File: config.mk
export PLATFORM = sky130hd
export DESIGN_NAME = tri_wave_gen
export DESIGN_NICKNAME = d
export VERILOG_FILES = /design/src/rtl/twg_pkg.sv /design/src/rtl/twg_cfg_latch.sv /design/src/rtl/twg_hold_timer.sv /design/src/rtl/twg_ramp_core.sv /design/src/rtl/tri_wave_gen.sv
export SDC_FILE = /design/constraint.sdc
export NUM_CORES = 1
export LEC_CHECK = 0
export BUFFER_PORTS_ARGS = -buffer_cell sky130_fd_sc_hd__buf_2
export CAP_MARGIN = 20
export CORE_MARGIN = 3
export CORE_UTILIZATION = 45
export DETAILED_ROUTE_END_ITERATION = 10
export PLACE_DENSITY_LB_ADDON = 0.2
export RECOVER_POWER = 50
export SKIP_LAST_GASP = 1
export SLEW_MARGIN = 0
export SYNTH_ARGS = -nofsm -noshare
export SYNTH_HDL_FRONTEND = slang
export SYNTH_HIERARCHICAL = 1
export SYNTH_SLANG_ARGS = --single-unit
File: constraint.sdc
create_clock -name clk -period 29 [get_ports clk]
set_input_delay 1.45 -clock clk [delete_from_list [all_inputs] [get_ports clk]]
set_output_delay 1.45 -clock clk [all_outputs]
set_load 0.005 [all_outputs]
File: src/rtl/twg_pkg.sv
package twg_pkg;

    localparam int CODE_W = 16;
    localparam int HOLD_W = 32;

    typedef logic [CODE_W-1:0] code_t;
    typedef logic [HOLD_W-1:0] hold_t;

    typedef enum logic {
        DIR_DOWN = 1'b0,
        DIR_UP   = 1'b1
    } dir_e;

    // Settings in force for the current half period
    typedef struct packed {
        code_t lo;
        code_t hi;
        code_t inc;
        hold_t hold;
    } twg_cfg_t;

    // A zero count or step would stall the generator; treat it as one
    function automatic code_t nonzero_code(input code_t v);
        return (v == '0) ? code_t'(1) : v;
    endfunction

    function automatic hold_t nonzero_hold(input hold_t v);
        return (v == '0) ? hold_t'(1) : v;
    endfunction

endpackage

File: src/rtl/twg_cfg_latch.sv
module twg_cfg_latch
    import twg_pkg::*;
#(
    parameter int STAIR_LEVELS = 5
) (
    input  logic     clk,
    input  logic     rst,
    input  logic     reload,
    input  code_t    start_code,
    input  code_t    stop_code,
    input  code_t    step_code,
    input  hold_t    hold_cycles,
    input  logic     stair_mode,
    output twg_cfg_t act
);

    code_t    span;
    code_t    stair_inc;
    code_t    stair_hi;
    twg_cfg_t nxt;

    // Span is zero when the limits are equal or reversed
    always_comb begin
        span = (stop_code > start_code) ? code_t'(stop_code - start_code) : '0;
    end

    generate
        if (STAIR_LEVELS > 1) begin : g_stair
            code_t slice;
            always_comb begin
                slice = span / code_t'(STAIR_LEVELS);
                if (slice == '0) begin
                    stair_inc = code_t'(1);
                    stair_hi  = stop_code;
                end else begin
                    stair_inc = slice;
                    stair_hi  = code_t'(start_code + code_t'(slice * code_t'(STAIR_LEVELS)));
                end
            end
        end else begin : g_nostair
            always_comb begin
                stair_inc = nonzero_code(step_code);
                stair_hi  = stop_code;
            end
        end
    endgenerate

    always_comb begin
        nxt.lo   = start_code;
        nxt.hold = hold_cycles;
        if (stair_mode) begin
            nxt.inc = stair_inc;
            nxt.hi  = stair_hi;
        end else begin
            nxt.inc = nonzero_code(step_code);
            nxt.hi  = stop_code;
        end
    end

    always_ff @(posedge clk) begin
        if (rst || reload) begin
            act <= nxt;
        end
    end


    inc_nonzero_chk: assert property (@(posedge clk) disable iff (rst)
        act.inc != '0);

endmodule

File: src/rtl/twg_hold_timer.sv
module twg_hold_timer
    import twg_pkg::*;
(
    input  logic  clk,
    input  logic  rst,
    input  hold_t hold,
    output logic  adv
);

    hold_t cnt;
    hold_t hold_eff;

    always_comb begin
        hold_eff = nonzero_hold(hold);
        adv      = (cnt >= hold_t'(hold_eff - hold_t'(1)));
    end

    always_ff @(posedge clk) begin
        if (rst) begin
            cnt <= '0;
        end else if (adv) begin
            cnt <= '0;
        end else begin
            cnt <= cnt + hold_t'(1);
        end
    end


    cnt_bound_chk: assert property (@(posedge clk) disable iff (rst)
        cnt < hold_eff);

endmodule

File: src/rtl/twg_ramp_core.sv
module twg_ramp_core
    import twg_pkg::*;
(
    input  logic  clk,
    input  logic  rst,
    input  logic  adv,
    input  code_t rst_val,
    input  code_t lo,
    input  code_t hi,
    input  code_t inc,
    output code_t val,
    output dir_e  dir,
    output logic  turn
);

    logic [CODE_W:0] up_sum;
    logic [CODE_W:0] lo_plus;
    logic            up_hit;
    logic            dn_hit;
    code_t           nxt_val;
    dir_e            nxt_dir;

    // Compare in one extra bit so nothing wraps near the top code
    always_comb begin
        up_sum  = {1'b0, val} + {1'b0, inc};
        lo_plus = {1'b0, lo}  + {1'b0, inc};
        up_hit  = (up_sum >= {1'b0, hi});
        dn_hit  = ({1'b0, val} <= lo_plus);
        if (dir == DIR_UP) begin
            nxt_val = up_hit ? hi : up_sum[CODE_W-1:0];
            nxt_dir = up_hit ? DIR_DOWN : DIR_UP;
        end else begin
            nxt_val = dn_hit ? lo : code_t'(val - inc);
            nxt_dir = dn_hit ? DIR_UP : DIR_DOWN;
        end
        turn = adv && ((dir == DIR_UP) ? up_hit : dn_hit);
    end

    always_ff @(posedge clk) begin
        if (rst) begin
            val <= rst_val;
            dir <= DIR_UP;
        end else if (adv) begin
            val <= nxt_val;
            dir <= nxt_dir;
        end
    end


    hold_stable_chk: assert property (@(posedge clk) disable iff (rst)
        !adv |=> ($stable(val) && $stable(dir)));


    hi_bound_chk: assert property (@(posedge clk) disable iff (rst)
        (adv && dir == DIR_UP) |=> val <= $past(hi));


    lo_bound_chk: assert property (@(posedge clk) disable iff (rst)
        (adv && dir == DIR_DOWN) |=> val >= $past(lo));


    step_size_chk: assert property (@(posedge clk) disable iff (rst)
        (adv && dir == DIR_UP && val < hi) |=>
            (val > $past(val)) && (code_t'(val - $past(val)) <= $past(inc)));


    dir_flip_chk: assert property (@(posedge clk) disable iff (rst)
        (adv && dir == DIR_UP) |=> (dir == DIR_UP) || (val == $past(hi)));

endmodule

File: src/rtl/tri_wave_gen.sv
module tri_wave_gen
    import twg_pkg::*;
#(
    parameter int STAIR_LEVELS = 5
) (
    input  logic        clk,
    input  logic        rst,
    input  logic [15:0] start_code,
    input  logic [15:0] stop_code,
    input  logic [15:0] step_code,
    input  logic [31:0] hold_cycles,
    input  logic        stair_mode,
    output logic [15:0] wave_code,
    output logic        rising
);

    twg_cfg_t act;
    logic     adv;
    logic     turn;
    code_t    val;
    dir_e     dir;

    twg_cfg_latch #(
        .STAIR_LEVELS (STAIR_LEVELS)
    ) u_cfg (
        .clk         (clk),
        .rst         (rst),
        .reload      (turn),
        .start_code  (start_code),
        .stop_code   (stop_code),
        .step_code   (step_code),
        .hold_cycles (hold_cycles),
        .stair_mode  (stair_mode),
        .act         (act)
    );

    twg_hold_timer u_timer (
        .clk  (clk),
        .rst  (rst),
        .hold (act.hold),
        .adv  (adv)
    );

    twg_ramp_core u_core (
        .clk     (clk),
        .rst     (rst),
        .adv     (adv),
        .rst_val (start_code),
        .lo      (act.lo),
        .hi      (act.hi),
        .inc     (act.inc),
        .val     (val),
        .dir     (dir),
        .turn    (turn)
    );

    assign wave_code = val;
    assign rising    = (dir == DIR_UP);

endmodule

# [Word-level counts from Yosys, hierarchy flattened]
# Cells that the tools add are included.
[classes] add_sub_neg=7 multipliers=1 n_div=1 magnitude_cmp=4 n_eq_ne=0 n_shift=0 muxes=15 n_bitwise=0 reduce_logical=7
[op_table] op="$mux W16" count=9
[op_table] op="$mux W32" count=2
[op_table] op="$add A16 B16 Y17" count=2
[op_table] op="$add A32 B1 Y32 const B" count=1
[op_table] op="$ge A32 B32 Y1" count=1
[op_table] op="$logic_not A16 Y1" count=2
[op_table] op="$logic_not A32 Y1" count=1
[op_table] op="$sub A16 B16 Y16" count=2
[op_table] op="$sub A32 B1 Y32 const B" count=1
[op_table] op="$ge A17 B16 Y1" count=1
[op_table] op="$le A16 B17 Y1" count=1
[op_table] op="$add A16 B16 Y16" count=1
[op_table] op="$div A16 B3 Y16 const B" count=1
[op_table] op="$gt A16 B16 Y1" count=1
[op_table] op="$mul A16 B3 Y16 const B" count=1
[op_table] op="$mux W1" count=4
[op_table] op="$reduce_bool A2 Y1" count=1
[op_table] op="$reduce_or A2 Y1" count=1
[op_table] op="$logic_and A1 B1 Y1" count=1
[op_table] op="$logic_or A1 B1 Y1" count=1
[word_totals] register_bits=129 latchBits=0 ramBits=0 mem_bits_ro=0 out_inout_bits=17 elab_cells=42 n_memories=0

# [Depth between registers and ports, before layout]
[depth] depth_word=7 ltp_mapped=55 depth_no_buf=50

# [By module]
# The synthesis kept the hierarchy.
[modules_own_cells] mod="twg_cfg_latch" instances=1 cells_per_inst=736 area_each_um2=7181.9
[modules_own_cells] mod="twg_ramp_core" instances=1 cells_per_inst=518 area_each_um2=4111.4
[modules_own_cells] mod="twg_hold_timer" instances=1 cells_per_inst=320 area_each_um2=2608.8

# [Worst setup path after synthesis]
# No wires, ideal clock.
[synth_timing] path_type="input to register" startpoint="in stop_code[0]" endpoint="reg u_cfg/act[63] (netlist name)" setup_ns=0.260 arrival_ns=10.797 t_required_ns=28.740 path_slack_ns=17.943 stages=49 path_buffers=3 path_cell_list="inv_1 ha_1 fa_1 nand2b_1 a21oi_1 o21ai_1 o21bai_2 xor2_1 clkbuf_1 o21ai_1 a311o_2 a21oi_2 buf_4 a21oi_2 a211o_1 a211o_1 a32oi_2 o21ai_2 (+13 left out) fa_1 inv_1 ha_1 nor2b_1 o21ai_0 nand2b_1 a21oi_1 o21bai_1 a21oi_1 o21bai_1 a21oi_1 o21bai_1 a21oi_1 o21bai_1 a21o_1 a21oi_1 xnor2_1 mux2_2"
[synth_rtl] item="start: declaration" line="tri_wave_gen.sv:9" source="input logic [15:0] stop_code,"

==> impl_metrics.py <==
metrics = {
    "run_status": {
        "status": "complete, but fails checks",
        "violations": "capacitance limit, slew limit",
    },
    "floorplanning": {
        "die_y_um": 181.8,
        "start_util_pct": 46.29,
        "rows": 63,
        "io_pins": 100,
        "die_area_mm2": 0.03304,
        "coreArea_mm2": 0.03003,
        "die_width_um": 181.8,
    },
    "global_route": {
        "track_usage_pct": 22.11,
        "antenna_found_initial": 0,
        "grt_pass1_vias": 11460,
        "grt_pass1_wl_um": 59280,
        "grt_overflow_total": 0,
        "grt_max_degree": 59,
    },
    "placed_design": {
        "placedInstanceArea_mm2": 0.01471,
        "place_congestion": 0.8868,
        "hpwlAfterDp_um": 30330,
        "portBuffers": 99,
    },
    "clock_tree": {
        "cts_made_buffers": 17,
        "cts_tree": "yes",
        "clk_latency_ps": 420,
        "hold_buffers": 0,
        "post_cts_buffers": 0,
        "clkSlewWorstSetupHoldPaths_ps": 60,
        "h-tree-depth": 4,
        "cts_sinks": 129,
        "clock-root-buffer": "clkbuf_16",
        "clockBufferDepth": 2,
        "cts.repair.resized": 0,
    },
    "synthesis": {
        "synth-seq-area-share_pct": 25.49,
        "syn_inst": 1574,
        "syn_area_mm2": 0.01390,
        "synth_area_per_cell_um2": 8.832,
        "yosys_warnings": 6,
        "synthArstFlopShare_pct": 0,
        "ys_types": 110,
        "synth_nets": 1834,
        "synth_edf_count": 96,
        "synth_top_flop_cell": "edfxtp_1",
        "synth-seq-cells": 129,
    },
    "timing": {
        "tightest_slew_ps": 1685,
        "setup_violations": 0,
        "fin_tns_setup_ps": 0,
        "fmax_mhz": 75.14,
        "rsz0062_at_grt": "no",
        "slew_headroom_pct": -12.37,
        "slew_violations": 37,
        "holdWs_ps": 477.9,
        "finalHoldViolCount": 0,
        "period_needed_ps": 13310,
        "fin_skew_ps": 10.04,
        "fin_crit_sh_pct": 45.89,
    },
    "cells_and_area": {
        "diodes": 0,
        "fin_nets": 1912,
        "design_area_mm2": 0.01527,
        "drive_gt1_share_pct": 12.43,
        "fill_cells": 2868,
        "area_growth_pct": 9.873,
    },
    "power_and_ir_drop": {
        "vdd_drop_max_mv": 0.09587,
        "p_leak_nw": 6.341,
        "power_density_mw_per_mm2": 119.3,
        "power.total_mw": 1.822,
    },
    "setup_path": {
        "critPathKind": "input port to register",
        "required_ps": 29170,
        "endpoint_kind": "register",
        "cp_slowest_stage_delay_ps": 1280,
        "crit_start": "start_code[4]",
        "crit_path_top_delay_cell": "a211oi_1",
        "cp_max_fo": 12,
        "worstPathArrival_ps": 13480,
        "r2r_start": "u_cfg/act[21]",
        "start_kind": "input port",
        "path_common_cell": "a21oi_1",
    },
    "routing": {
        "wl_um": 37740,
        "drtAntennaViolNets": 0,
        "drt_iter0_drc": 921,
        "viasPerCell": 5.892,
        "vias": 12110,
        "drc": 0,
        "wl_per_cell_um": 18.37,
        "firstDrtPassIters": 7,
    },
    "job": {
        "cap_violations": 2,
    },
    "hold_path": {
        "min_from": "u_timer/cnt[0]",
        "hold_class": "register to register",
    },
}
==> state kept, by name, summed over array words and instances (netlist names) <==
register	count
u_timer/cnt	32
u_cfg/act	80
u_core/dir	1
u_core/val	16
==> cells in the final DEF, fill, tap and decap left out, types with 29 or more instances in the layout <==
| cell | Yosys | layout |
|---|---|---|
| o21ai_0 | 64 | 65 |
| nor3_1 | 29 | 29 |
| buf_2 | 18 | 77 |
| inv_1 | 144 | 144 |
| nand2_1 | 93 | 93 |
| ha_1 | 160 | 160 |
| dfxtp_1 | 33 | 33 |
| edfxtp_1 | 96 | 96 |
| xor2_1 | 50 | 50 |
| nor4_1 | 32 | 32 |
| a21oi_1 | 101 | 101 |
| xnor2_1 | 76 | 76 |
| nor2_1 | 125 | 125 |
| nand4_1 | 31 | 31 |
| nand3_1 | 39 | 39 |
==> Yosys cell counts (18+ instances only) <==
| cell type | instances | area (um^2) |
|---|---|---|
| ha_1 | 160 | 2002 |
| inv_1 | 144 | 540.5 |
| nor2_1 | 125 | 469.2 |
| a21oi_1 | 101 | 505.5 |
| edfxtp_1 | 96 | 2883 |
| nand2_1 | 93 | 349.1 |
| xnor2_1 | 76 | 665.6 |
| o21ai_0 | 64 | 320.3 |
| xor2_1 | 50 | 437.9 |
| nand3_1 | 39 | 195.2 |
| dfxtp_1 | 33 | 660.6 |
| nor4_1 | 32 | 200.2 |
| nand4_1 | 31 | 193.9 |
| nor3_1 | 29 | 145.1 |
| a21o_1 | 24 | 180.2 |
| mux2i_1 | 24 | 240.2 |
| clkbuf_1 | 23 | 86.33 |
| and3_1 | 20 | 125.1 |
| a211oi_1 | 19 | 142.6 |
| nor2b_1 | 19 | 118.9 |
| buf_2 | 18 | 90.09 |
| mux2_2 | 18 | 202.7 |
| o211ai_1 | 18 | 135.1 |
==> path summary, 6_finish.rpt <==
check	end	slack, ps	cells past startpoint
worst max-delay path	u_cfg/act[63]	15690	47
worst max register to register	u_cfg/act[77]	21010	21
worst min register to register	u_timer/cnt[0]	480	1
worst min-delay path	u_timer/cnt[0]	480	1
==> power breakdown <==
| group | internal (mW) | switching, mW |
|---|---|---|
| logic | 0.593 | 0.720 |
| registers | 0.261 | 0.0312 |
| clock network | 0.132 | 0.0850 |
==> through the flow <==
step | setup WS [ps] | std cells | utilization [%]
3_3_place_gp | 16330 | 2022 | 48.98
5_1_grt | 14960 | 2055 | 50.86
3_5_place_dp | 16110 | 2022 | 48.98
2_1_floorplan | 17940 | 1574 | -
6_report | 15690 | 2055 | 50.86
4_1_cts | 16540 | 2054 | 50.99
==> worst max-delay path, delay by kind of cell <==
| family | cells | cell delay (ps) |
|---|---|---|
| AOI/OAI and AO/OA | 24 | 6920 |
| and+or+nand+nor | 10 | 2330 |
| adders and majority gates | 5 | 1600 |
| buffers and inverters | 5 | 570 |
| xor gates and xnor gates | 2 | 330 |
| muxes | 1 | 260 |
==> routing by layer <==
layer / share of wire, % / routed length, um / up-vias / track usage (%)
li1: - / - / 5979 / -
met1: 48 / 17980 / 5756 / 30.95
met2: 45 / 17100 / 325 / 34.87
met3: 4.2 / 1601 / 48 / 3.005
met4: 2.8 / 1064 / 0 / 8.196
met5: 0 / 0 / - / 0
==> cell type report <==
type | instances | area (um^2) | area share (%)
Clock buffer | 20 | 489.2 | 3.203
Clock inverter | 12 | 116.4 | 0.7618
Inverter | 145 | 544.3 | 3.563
Multi-Input combinational cell | 1247 | 9535 | 62.43
Sequential cell | 129 | 3543 | 23.20
Tap cell | 390 | 488.0 | 3.195
Timing Repair Buffer | 112 | 558.0 | 3.653
==> cell families (layout without fill, tap and decap cells) <==
family	Yosys count	after routing	share of synthesized area, %
xor+xnor	127	127	8.055
compound gates	418	418	21.72
simple gates	470	470	17.48
buf+inv	198	289	5.886
fa+ha+maj	179	179	17.00
flops	129	129	25.49
mux	53	53	4.374
Note: power is estimated with default switching activity, not from simulation.
